### src/rtl/dbx_pkg.sv
package dbx_pkg;
  // data cell groups inside one lane, in chain order
  localparam int unsigned GRP_A_OBS = 0;
  localparam int unsigned GRP_A_DRV = 1;
  localparam int unsigned GRP_B_OBS = 2;
  localparam int unsigned GRP_B_DRV = 3;
  localparam int unsigned GRPS      = 4;
  // control cells of one lane, in chain order
  localparam int unsigned CTL_A_EN  = 0;
  localparam int unsigned CTL_B_EN  = 1;
  localparam int unsigned CTL_OE_N  = 2;
  localparam int unsigned CTL_A2B   = 3;
  localparam int unsigned CTLS      = 4;
endpackage

### src/rtl/dbx_obs_cell.sv
module dbx_obs_cell (
  input  logic clk,
  input  logic rst_n,
  input  logic shift_en,
  input  logic capture_en,
  input  logic si,
  input  logic pin,
  output logic so
);
  logic stage_q;
  logic stage_d;
  logic stage_en;

  always_comb begin
    stage_en = capture_en | shift_en;
    stage_d  = capture_en ? pin : si;
  end

  always_ff @(posedge clk or negedge rst_n) begin
    if (!rst_n) begin
      stage_q <= 1'b0;
    end else if (stage_en) begin
      stage_q <= stage_d;
    end
  end

  assign so = stage_q;
endmodule

### src/rtl/dbx_ctl_cell.sv
module dbx_ctl_cell (
  input  logic clk,
  input  logic rst_n,
  input  logic shift_en,
  input  logic capture_en,
  input  logic update_en,
  input  logic test_mode,
  input  logic si,
  input  logic sys_val,
  output logic so,
  output logic drive
);
  logic stage_q;
  logic stage_d;
  logic stage_en;
  logic latch_q;

  // the value placed on the pin: system logic or the update latch
  always_comb begin
    drive    = test_mode ? latch_q : sys_val;
    stage_en = capture_en | shift_en;
    stage_d  = capture_en ? drive : si;
  end

  always_ff @(posedge clk or negedge rst_n) begin
    if (!rst_n) begin
      stage_q <= 1'b0;
    end else if (stage_en) begin
      stage_q <= stage_d;
    end
  end

  always_ff @(posedge clk or negedge rst_n) begin
    if (!rst_n) begin
      latch_q <= 1'b0;
    end else if (update_en) begin
      latch_q <= stage_q;
    end
  end

  assign so = stage_q;
endmodule

### src/rtl/dbx_lane.sv
module dbx_lane
  import dbx_pkg::*;
#(
  parameter int unsigned W = 9
) (
  input  logic         clk,
  input  logic         rst_n,
  input  logic         shift_en,
  input  logic         capture_en,
  input  logic         update_en,
  input  logic         test_mode,
  input  logic         oe_n,
  input  logic         a2b,
  input  logic [W-1:0] a_in,
  input  logic [W-1:0] b_in,
  output logic [W-1:0] a_out,
  output logic         a_oe,
  output logic [W-1:0] b_out,
  output logic         b_oe,
  input  logic         data_si,
  output logic         data_so,
  input  logic         ctl_si,
  output logic         ctl_so
);
  localparam int unsigned DATA_CELLS = GRPS * W;

  logic [DATA_CELLS:0] dch;
  logic [CTLS:0]       cch;
  logic                a_oe_sys;
  logic                b_oe_sys;

  // internal active-high side enables decoded from the lane pins
  always_comb begin
    a_oe_sys = ~oe_n & ~a2b;
    b_oe_sys = ~oe_n &  a2b;
  end

  assign dch[0]  = data_si;
  assign data_so = dch[DATA_CELLS];
  assign cch[0]  = ctl_si;
  assign ctl_so  = cch[CTLS];

  for (genvar i = 0; i < W; i++) begin : g_bit
    dbx_obs_cell u_a_obs (
      .clk(clk), .rst_n(rst_n), .shift_en(shift_en), .capture_en(capture_en),
      .si(dch[GRP_A_OBS*W+i]), .pin(a_in[i]), .so(dch[GRP_A_OBS*W+i+1])
    );
    dbx_ctl_cell u_a_drv (
      .clk(clk), .rst_n(rst_n), .shift_en(shift_en), .capture_en(capture_en),
      .update_en(update_en), .test_mode(test_mode),
      .si(dch[GRP_A_DRV*W+i]), .sys_val(b_in[i]),
      .so(dch[GRP_A_DRV*W+i+1]), .drive(a_out[i])
    );
    dbx_obs_cell u_b_obs (
      .clk(clk), .rst_n(rst_n), .shift_en(shift_en), .capture_en(capture_en),
      .si(dch[GRP_B_OBS*W+i]), .pin(b_in[i]), .so(dch[GRP_B_OBS*W+i+1])
    );
    dbx_ctl_cell u_b_drv (
      .clk(clk), .rst_n(rst_n), .shift_en(shift_en), .capture_en(capture_en),
      .update_en(update_en), .test_mode(test_mode),
      .si(dch[GRP_B_DRV*W+i]), .sys_val(a_in[i]),
      .so(dch[GRP_B_DRV*W+i+1]), .drive(b_out[i])
    );
  end

  dbx_ctl_cell u_a_en (
    .clk(clk), .rst_n(rst_n), .shift_en(shift_en), .capture_en(capture_en),
    .update_en(update_en), .test_mode(test_mode),
    .si(cch[CTL_A_EN]), .sys_val(a_oe_sys), .so(cch[CTL_A_EN+1]), .drive(a_oe)
  );
  dbx_ctl_cell u_b_en (
    .clk(clk), .rst_n(rst_n), .shift_en(shift_en), .capture_en(capture_en),
    .update_en(update_en), .test_mode(test_mode),
    .si(cch[CTL_B_EN]), .sys_val(b_oe_sys), .so(cch[CTL_B_EN+1]), .drive(b_oe)
  );
  dbx_obs_cell u_oe_obs (
    .clk(clk), .rst_n(rst_n), .shift_en(shift_en), .capture_en(capture_en),
    .si(cch[CTL_OE_N]), .pin(oe_n), .so(cch[CTL_OE_N+1])
  );
  dbx_obs_cell u_dir_obs (
    .clk(clk), .rst_n(rst_n), .shift_en(shift_en), .capture_en(capture_en),
    .si(cch[CTL_A2B]), .pin(a2b), .so(cch[CTL_A2B+1])
  );
endmodule

### src/rtl/dual_byte_bscan_xcvr.sv
module dual_byte_bscan_xcvr
  import dbx_pkg::*;
#(
  parameter int unsigned LANE_W  = 9,
  parameter int unsigned N_LANES = 2
) (
  input  logic                      clk,
  input  logic                      rst_n,
  input  logic [N_LANES-1:0]        lane_oe_n,
  input  logic [N_LANES-1:0]        lane_a2b,
  input  logic [N_LANES*LANE_W-1:0] a_in,
  input  logic [N_LANES*LANE_W-1:0] b_in,
  output logic [N_LANES*LANE_W-1:0] a_out,
  output logic [N_LANES-1:0]        a_oe,
  output logic [N_LANES*LANE_W-1:0] b_out,
  output logic [N_LANES-1:0]        b_oe,
  input  logic                      test_mode,
  input  logic                      shift_dr,
  input  logic                      capture_dr,
  input  logic                      update_dr,
  input  logic                      scan_in,
  output logic                      scan_out
);
  localparam int unsigned DATA_CELLS = GRPS * LANE_W;
  localparam int unsigned CHAIN_LEN  = N_LANES * (DATA_CELLS + CTLS);

  logic [1:0]       rst_pipe_q;
  logic             rst_n_q;
  logic [N_LANES:0] data_link;
  logic [N_LANES:0] ctl_link;

  // reset asserts at once and is released on the second clock edge
  always_ff @(posedge clk or negedge rst_n) begin
    if (!rst_n) begin
      rst_pipe_q <= 2'b00;
    end else begin
      rst_pipe_q <= {rst_pipe_q[0], 1'b1};
    end
  end
  assign rst_n_q = rst_pipe_q[1];

  // chain: scan_in, all data segments, then all control segments
  assign data_link[0] = scan_in;
  assign ctl_link[0]  = data_link[N_LANES];
  assign scan_out     = ctl_link[N_LANES];

  for (genvar l = 0; l < N_LANES; l++) begin : g_lane
    dbx_lane #(.W(LANE_W)) u_lane (
      .clk       (clk),
      .rst_n     (rst_n_q),
      .shift_en  (shift_dr),
      .capture_en(capture_dr),
      .update_en (update_dr),
      .test_mode (test_mode),
      .oe_n      (lane_oe_n[l]),
      .a2b       (lane_a2b[l]),
      .a_in      (a_in[l*LANE_W +: LANE_W]),
      .b_in      (b_in[l*LANE_W +: LANE_W]),
      .a_out     (a_out[l*LANE_W +: LANE_W]),
      .a_oe      (a_oe[l]),
      .b_out     (b_out[l*LANE_W +: LANE_W]),
      .b_oe      (b_oe[l]),
      .data_si   (data_link[l]),
      .data_so   (data_link[l+1]),
      .ctl_si    (ctl_link[l]),
      .ctl_so    (ctl_link[l+1])
    );
  end

  initial begin
    if (CHAIN_LEN < 2) $error("chain too short");
  end
endmodule

### config.mk
export PLATFORM = sky130hd
export DESIGN_NAME = dual_byte_bscan_xcvr
export DESIGN_NICKNAME = d
export VERILOG_FILES = /design/src/rtl/dbx_pkg.sv /design/src/rtl/dbx_obs_cell.sv /design/src/rtl/dbx_ctl_cell.sv /design/src/rtl/dbx_lane.sv /design/src/rtl/dual_byte_bscan_xcvr.sv
export SDC_FILE = /design/constraint.sdc
export NUM_CORES = 1
export LEC_CHECK = 0
export ABC_AREA = 1
export BUFFER_PORTS_ARGS = -buffer_cell sky130_fd_sc_hd__buf_2
export CORE_ASPECT_RATIO = 1.4
export CORE_MARGIN = 2
export CORE_UTILIZATION = 25
export CTS_CLUSTER_SIZE = 10
export DETAILED_ROUTE_END_ITERATION = 7
export SLEW_MARGIN = 10
export SYNTH_ARGS = -nofsm -noshare
export SYNTH_HDL_FRONTEND = slang
export SYNTH_SLANG_ARGS = --single-unit
### constraint.sdc
create_clock -name clk -period 11 [get_ports clk]
set_input_delay 0.55 -clock clk [delete_from_list [all_inputs] [get_ports clk]]
set_output_delay 0.55 -clock clk [all_outputs]
set_load 0.01 [all_outputs]
==> impl_metrics.yaml <==
run_status:
  outcome: "finished, final reports clean"
logic_synthesis:
  yosys.area.top_type: "dfrtp_1"
  synth_common_cells: "nand2_1, dfrtp_1, inv_1, buf_4, nand3_1"
  synth.most_common_cell: "nand2_1"
  yosysTopAreaCellShare_pct: 49.1
  ys_seq_area_share_pct: 49.1
  avgSynthCellArea_um2: 8.45
  syn_inst: 736
  ys_seq_elements: 122
  synth_area_um2: 6220
  synthArstFlopShare_pct: 100
  syn_nets: 783
  synth_edf_count: 0
  synth_cell_types: 19
  yosysWarnings: 0
  synthTopCellsByArea: "dfrtp_1, nand2_1, mux2_2, buf_4, inv_1"
  synth-main-ff-cell: "dfrtp_1"
cts:
  worstSkewPairLatency_ns: 0.42
  cts_setup_buffers: 0
  root_buffer: "clkbuf_16"
  clkTransAtPathRegs_ns: 0.05
  cts_resized: 0
  cts_tree: "yes"
  cts_sinks: 122
  htree_levels: 4
  cts.path.max_buffers: 2
  numCtsBuffers: 17
die:
  fp.dieH_um: 191
  row_count: 68
  die_width_um: 137
  initial_core_util_pct: 25.3
  pin_count: 88
  die_area_um2: 26200
  coreArea_um2: 24600
timing:
  final-max-slew-violation-count: 0
  setup_viol: 0
  finalSetupTns_ns: 0
  final_hold_viol_count: 0
  post-route-period-util_pct: 22.7
  fin_skew_ns: 0.00753
  timing.fmax_ghz: 0.401
  worst_slew_pin_slew_ns: 1.11
  fin_hold_ws_ns: 0.347
  rsz0062_at_grt: "no"
  worst_slew_margin_rel_pct: 26.0
  fin_crit_ns: 2.49
worst_setup_path:
  end_kind: "output port"
  path_delay_family: "buffers and inverters"
  required_ns: 10.45
  critPathKind: "in -> out"
  worst_path_most_repeated_cell: "buf_2"
  cp_slowest_cell: "buf_4"
  worstPathMaxFanout: 78
  cp-start-kind: "input port"
  path_buf_inv: 3
  cpPeakStageDelay_ns: 0.60
  cp_data_arrival_time_ns: 1.94
  path_cells: "buf_2 -> buf_4 -> o21ai_0 -> buf_2"
hold_path:
  hold_path_class: "reg -> reg"
drt:
  antenna_left: 0
  wire_per_inst_um: 14.5
  vias_per_cell: 4.29
  vias: 4690
  drt-total-wl_um: 15800
  drt_iter0_drc: 395
  dr.pass1.iters: 5
  drc: 0
placement:
  gp_congestion: 0.742
  dpl.hpwl_um: 10200
  portBuffers: 87
power_and_ir_drop:
  swShare_pct: 26.1
  combPwrFrac_pct: 13.6
  ir_drop_uv: 132
  power_density_nw_per_um2: 183
  power_frac_seq_pct: 42.5
  p_int_w: 0.000966
  leakagePower_nw: 3.64
  p_sw_w: 0.000342
  p_clk_share_pct: 43.9
layout:
  antenna_cells: 0
  ff_latch_area_um2: 3060
  synthToLayoutAreaGrowth_pct: 14.7
  layout-drive-gt1-share_pct: 22.2
  nFillCells: 2620
  final_net_count: 812
  multi_input_area_um2: 2290
global_routing:
  track_usage_pct: 12.5
  overflow: 0
  grt_max_degree: 79
  antenna_found_initial: 0
  grt_pass1_vias: 4546
  grt_pass1_wl_um: 24900
run:
  drv_cap: 0
[layer usage]
| metal | GRT usage [%] | wire length [um] | up-vias |
|---|---|---|---|
| met5 | 0 | 0 | - |
| met4 | 5.15 | 331 | 0 |
| met3 | 2.42 | 656 | 16 |
| met2 | 20.7 | 7910 | 117 |
| met1 | 15.9 | 6910 | 2220 |
| li1 | - | - | 2337 |
[cell families after synthesis]
kind of cell	synth area share (%)
DFF	49.1
other	0.0603
buffers and inverters	14.1
AOI/OAI and AO/OA	8.21
and+or+nand+nor	21.3
muxes	7.24
[path summary, 6_finish.rpt]
path	from	to	slack (ns)	depth (start not counted)
max	test_mode	a_out[9]	8.51	4
min	rst_pipe_q[0]	rst_pipe_q[1]	0.35	0
max reg2reg	rst_pipe_q[1]	g_lane[0].u_lane.g_bit[8].u_a_drv.so	9.22	1
min reg2reg	rst_pipe_q[0]	rst_pipe_q[1]	0.35	0
max in group asynchronous	rst_pipe_q[1]	g_lane[0].u_lane.g_bit[8].u_a_drv.so	9.22	1
min in group asynchronous	rst_pipe_q[1]	g_lane[0].u_lane.g_bit[6].u_a_drv.latch_q	0.37	0
[power groups by stage]
| stage | clock network [W] | logic, W | registers [W] |
|---|---|---|---|
| 5_1_grt | 0.000603 | 0.000203 | 0.000565 |
| 3_5_place_dp | 0 | 0.000182 | 0.000563 |
| 3_3_place_gp | 0 | 0.000179 | 0.000562 |
| 2_1_floorplan | 0 | 0.000150 | 0.000553 |
| 6_report | 0.000574 | 0.000177 | 0.000556 |
| 4_1_cts | 0.000587 | 0.000183 | 0.000556 |
[state kept, by name, indices dropped and copies added, names as in the netlist]
| signal | cells |
|---|---|
| g_lane.u_lane.g_bit.u_b_drv.latch_q | 18 |
| g_lane.u_lane.g_bit.u_b_drv.so | 18 |
| g_lane.u_lane.u_a_en.latch_q | 2 |
| g_lane.u_lane.g_bit.u_a_drv.latch_q | 18 |
| g_lane.u_lane.u_oe_obs.so | 2 |
| g_lane.u_lane.u_b_en.latch_q | 2 |
| g_lane.u_lane.g_bit.u_b_obs.so | 18 |
| g_lane.u_lane.u_a_en.so | 2 |
| g_lane.u_lane.u_dir_obs.so | 2 |
| g_lane.u_lane.g_bit.u_a_obs.so | 18 |
| g_lane.u_lane.g_bit.u_a_drv.so | 18 |
| rst_pipe_q | 2 |
| g_lane.u_lane.u_b_en.so | 2 |
[metrics by stage]
step,area (um2),setup slack (ns),std cells,utilization [%],power [W]
after floorplan,6220,7.35,736,-,0.000703
after global routing,7140,8.38,1093,29.0,0.00137
after CTS,7140,8.49,1093,29.0,0.00133
after global placement,6520,8.31,1060,26.5,0.000741
after detailed placement,6520,8.31,1060,26.5,0.000745
final,7140,8.51,1093,29.0,0.00131
[cell usage in the layout, fill, tap and decap left out]
cell type / n
clkbuf_16: 17
clkinv_2: 3
conb_1: 1
nor2_4: 2
bufinv_16: 3
o21ai_1: 12
inv_1: 79
dfrtp_4: 1
nand3_1: 42
dfrtp_1: 121
mux2_2: 40
clkinvlp_4: 1
nor2_1: 2
buf_2: 87
o211ai_1: 29
o21ai_0: 24
buf_4: 5
o211ai_2: 9
clkbuf_8: 4
inv_2: 1
clkbuf_1: 4
dlygate4sd3_1: 1
nand2_1: 290
[what timing repair did]
item,CTS,global route
setup endpoints to repair,0,0
hold buffers,1,0
hold endpoints to repair,2,0
[final cells by class]
type,instances,area share [%]
Inverter,80,4.21
Sequential cell,122,42.8
Clock inverter,7,1.58
Multi-Input combinational cell,451,32.1
Clock buffer,25,6.94
Timing Repair Buffer,93,6.77
Tap cell,315,5.52
Note: power is estimated with default switching activity, not from simulation.
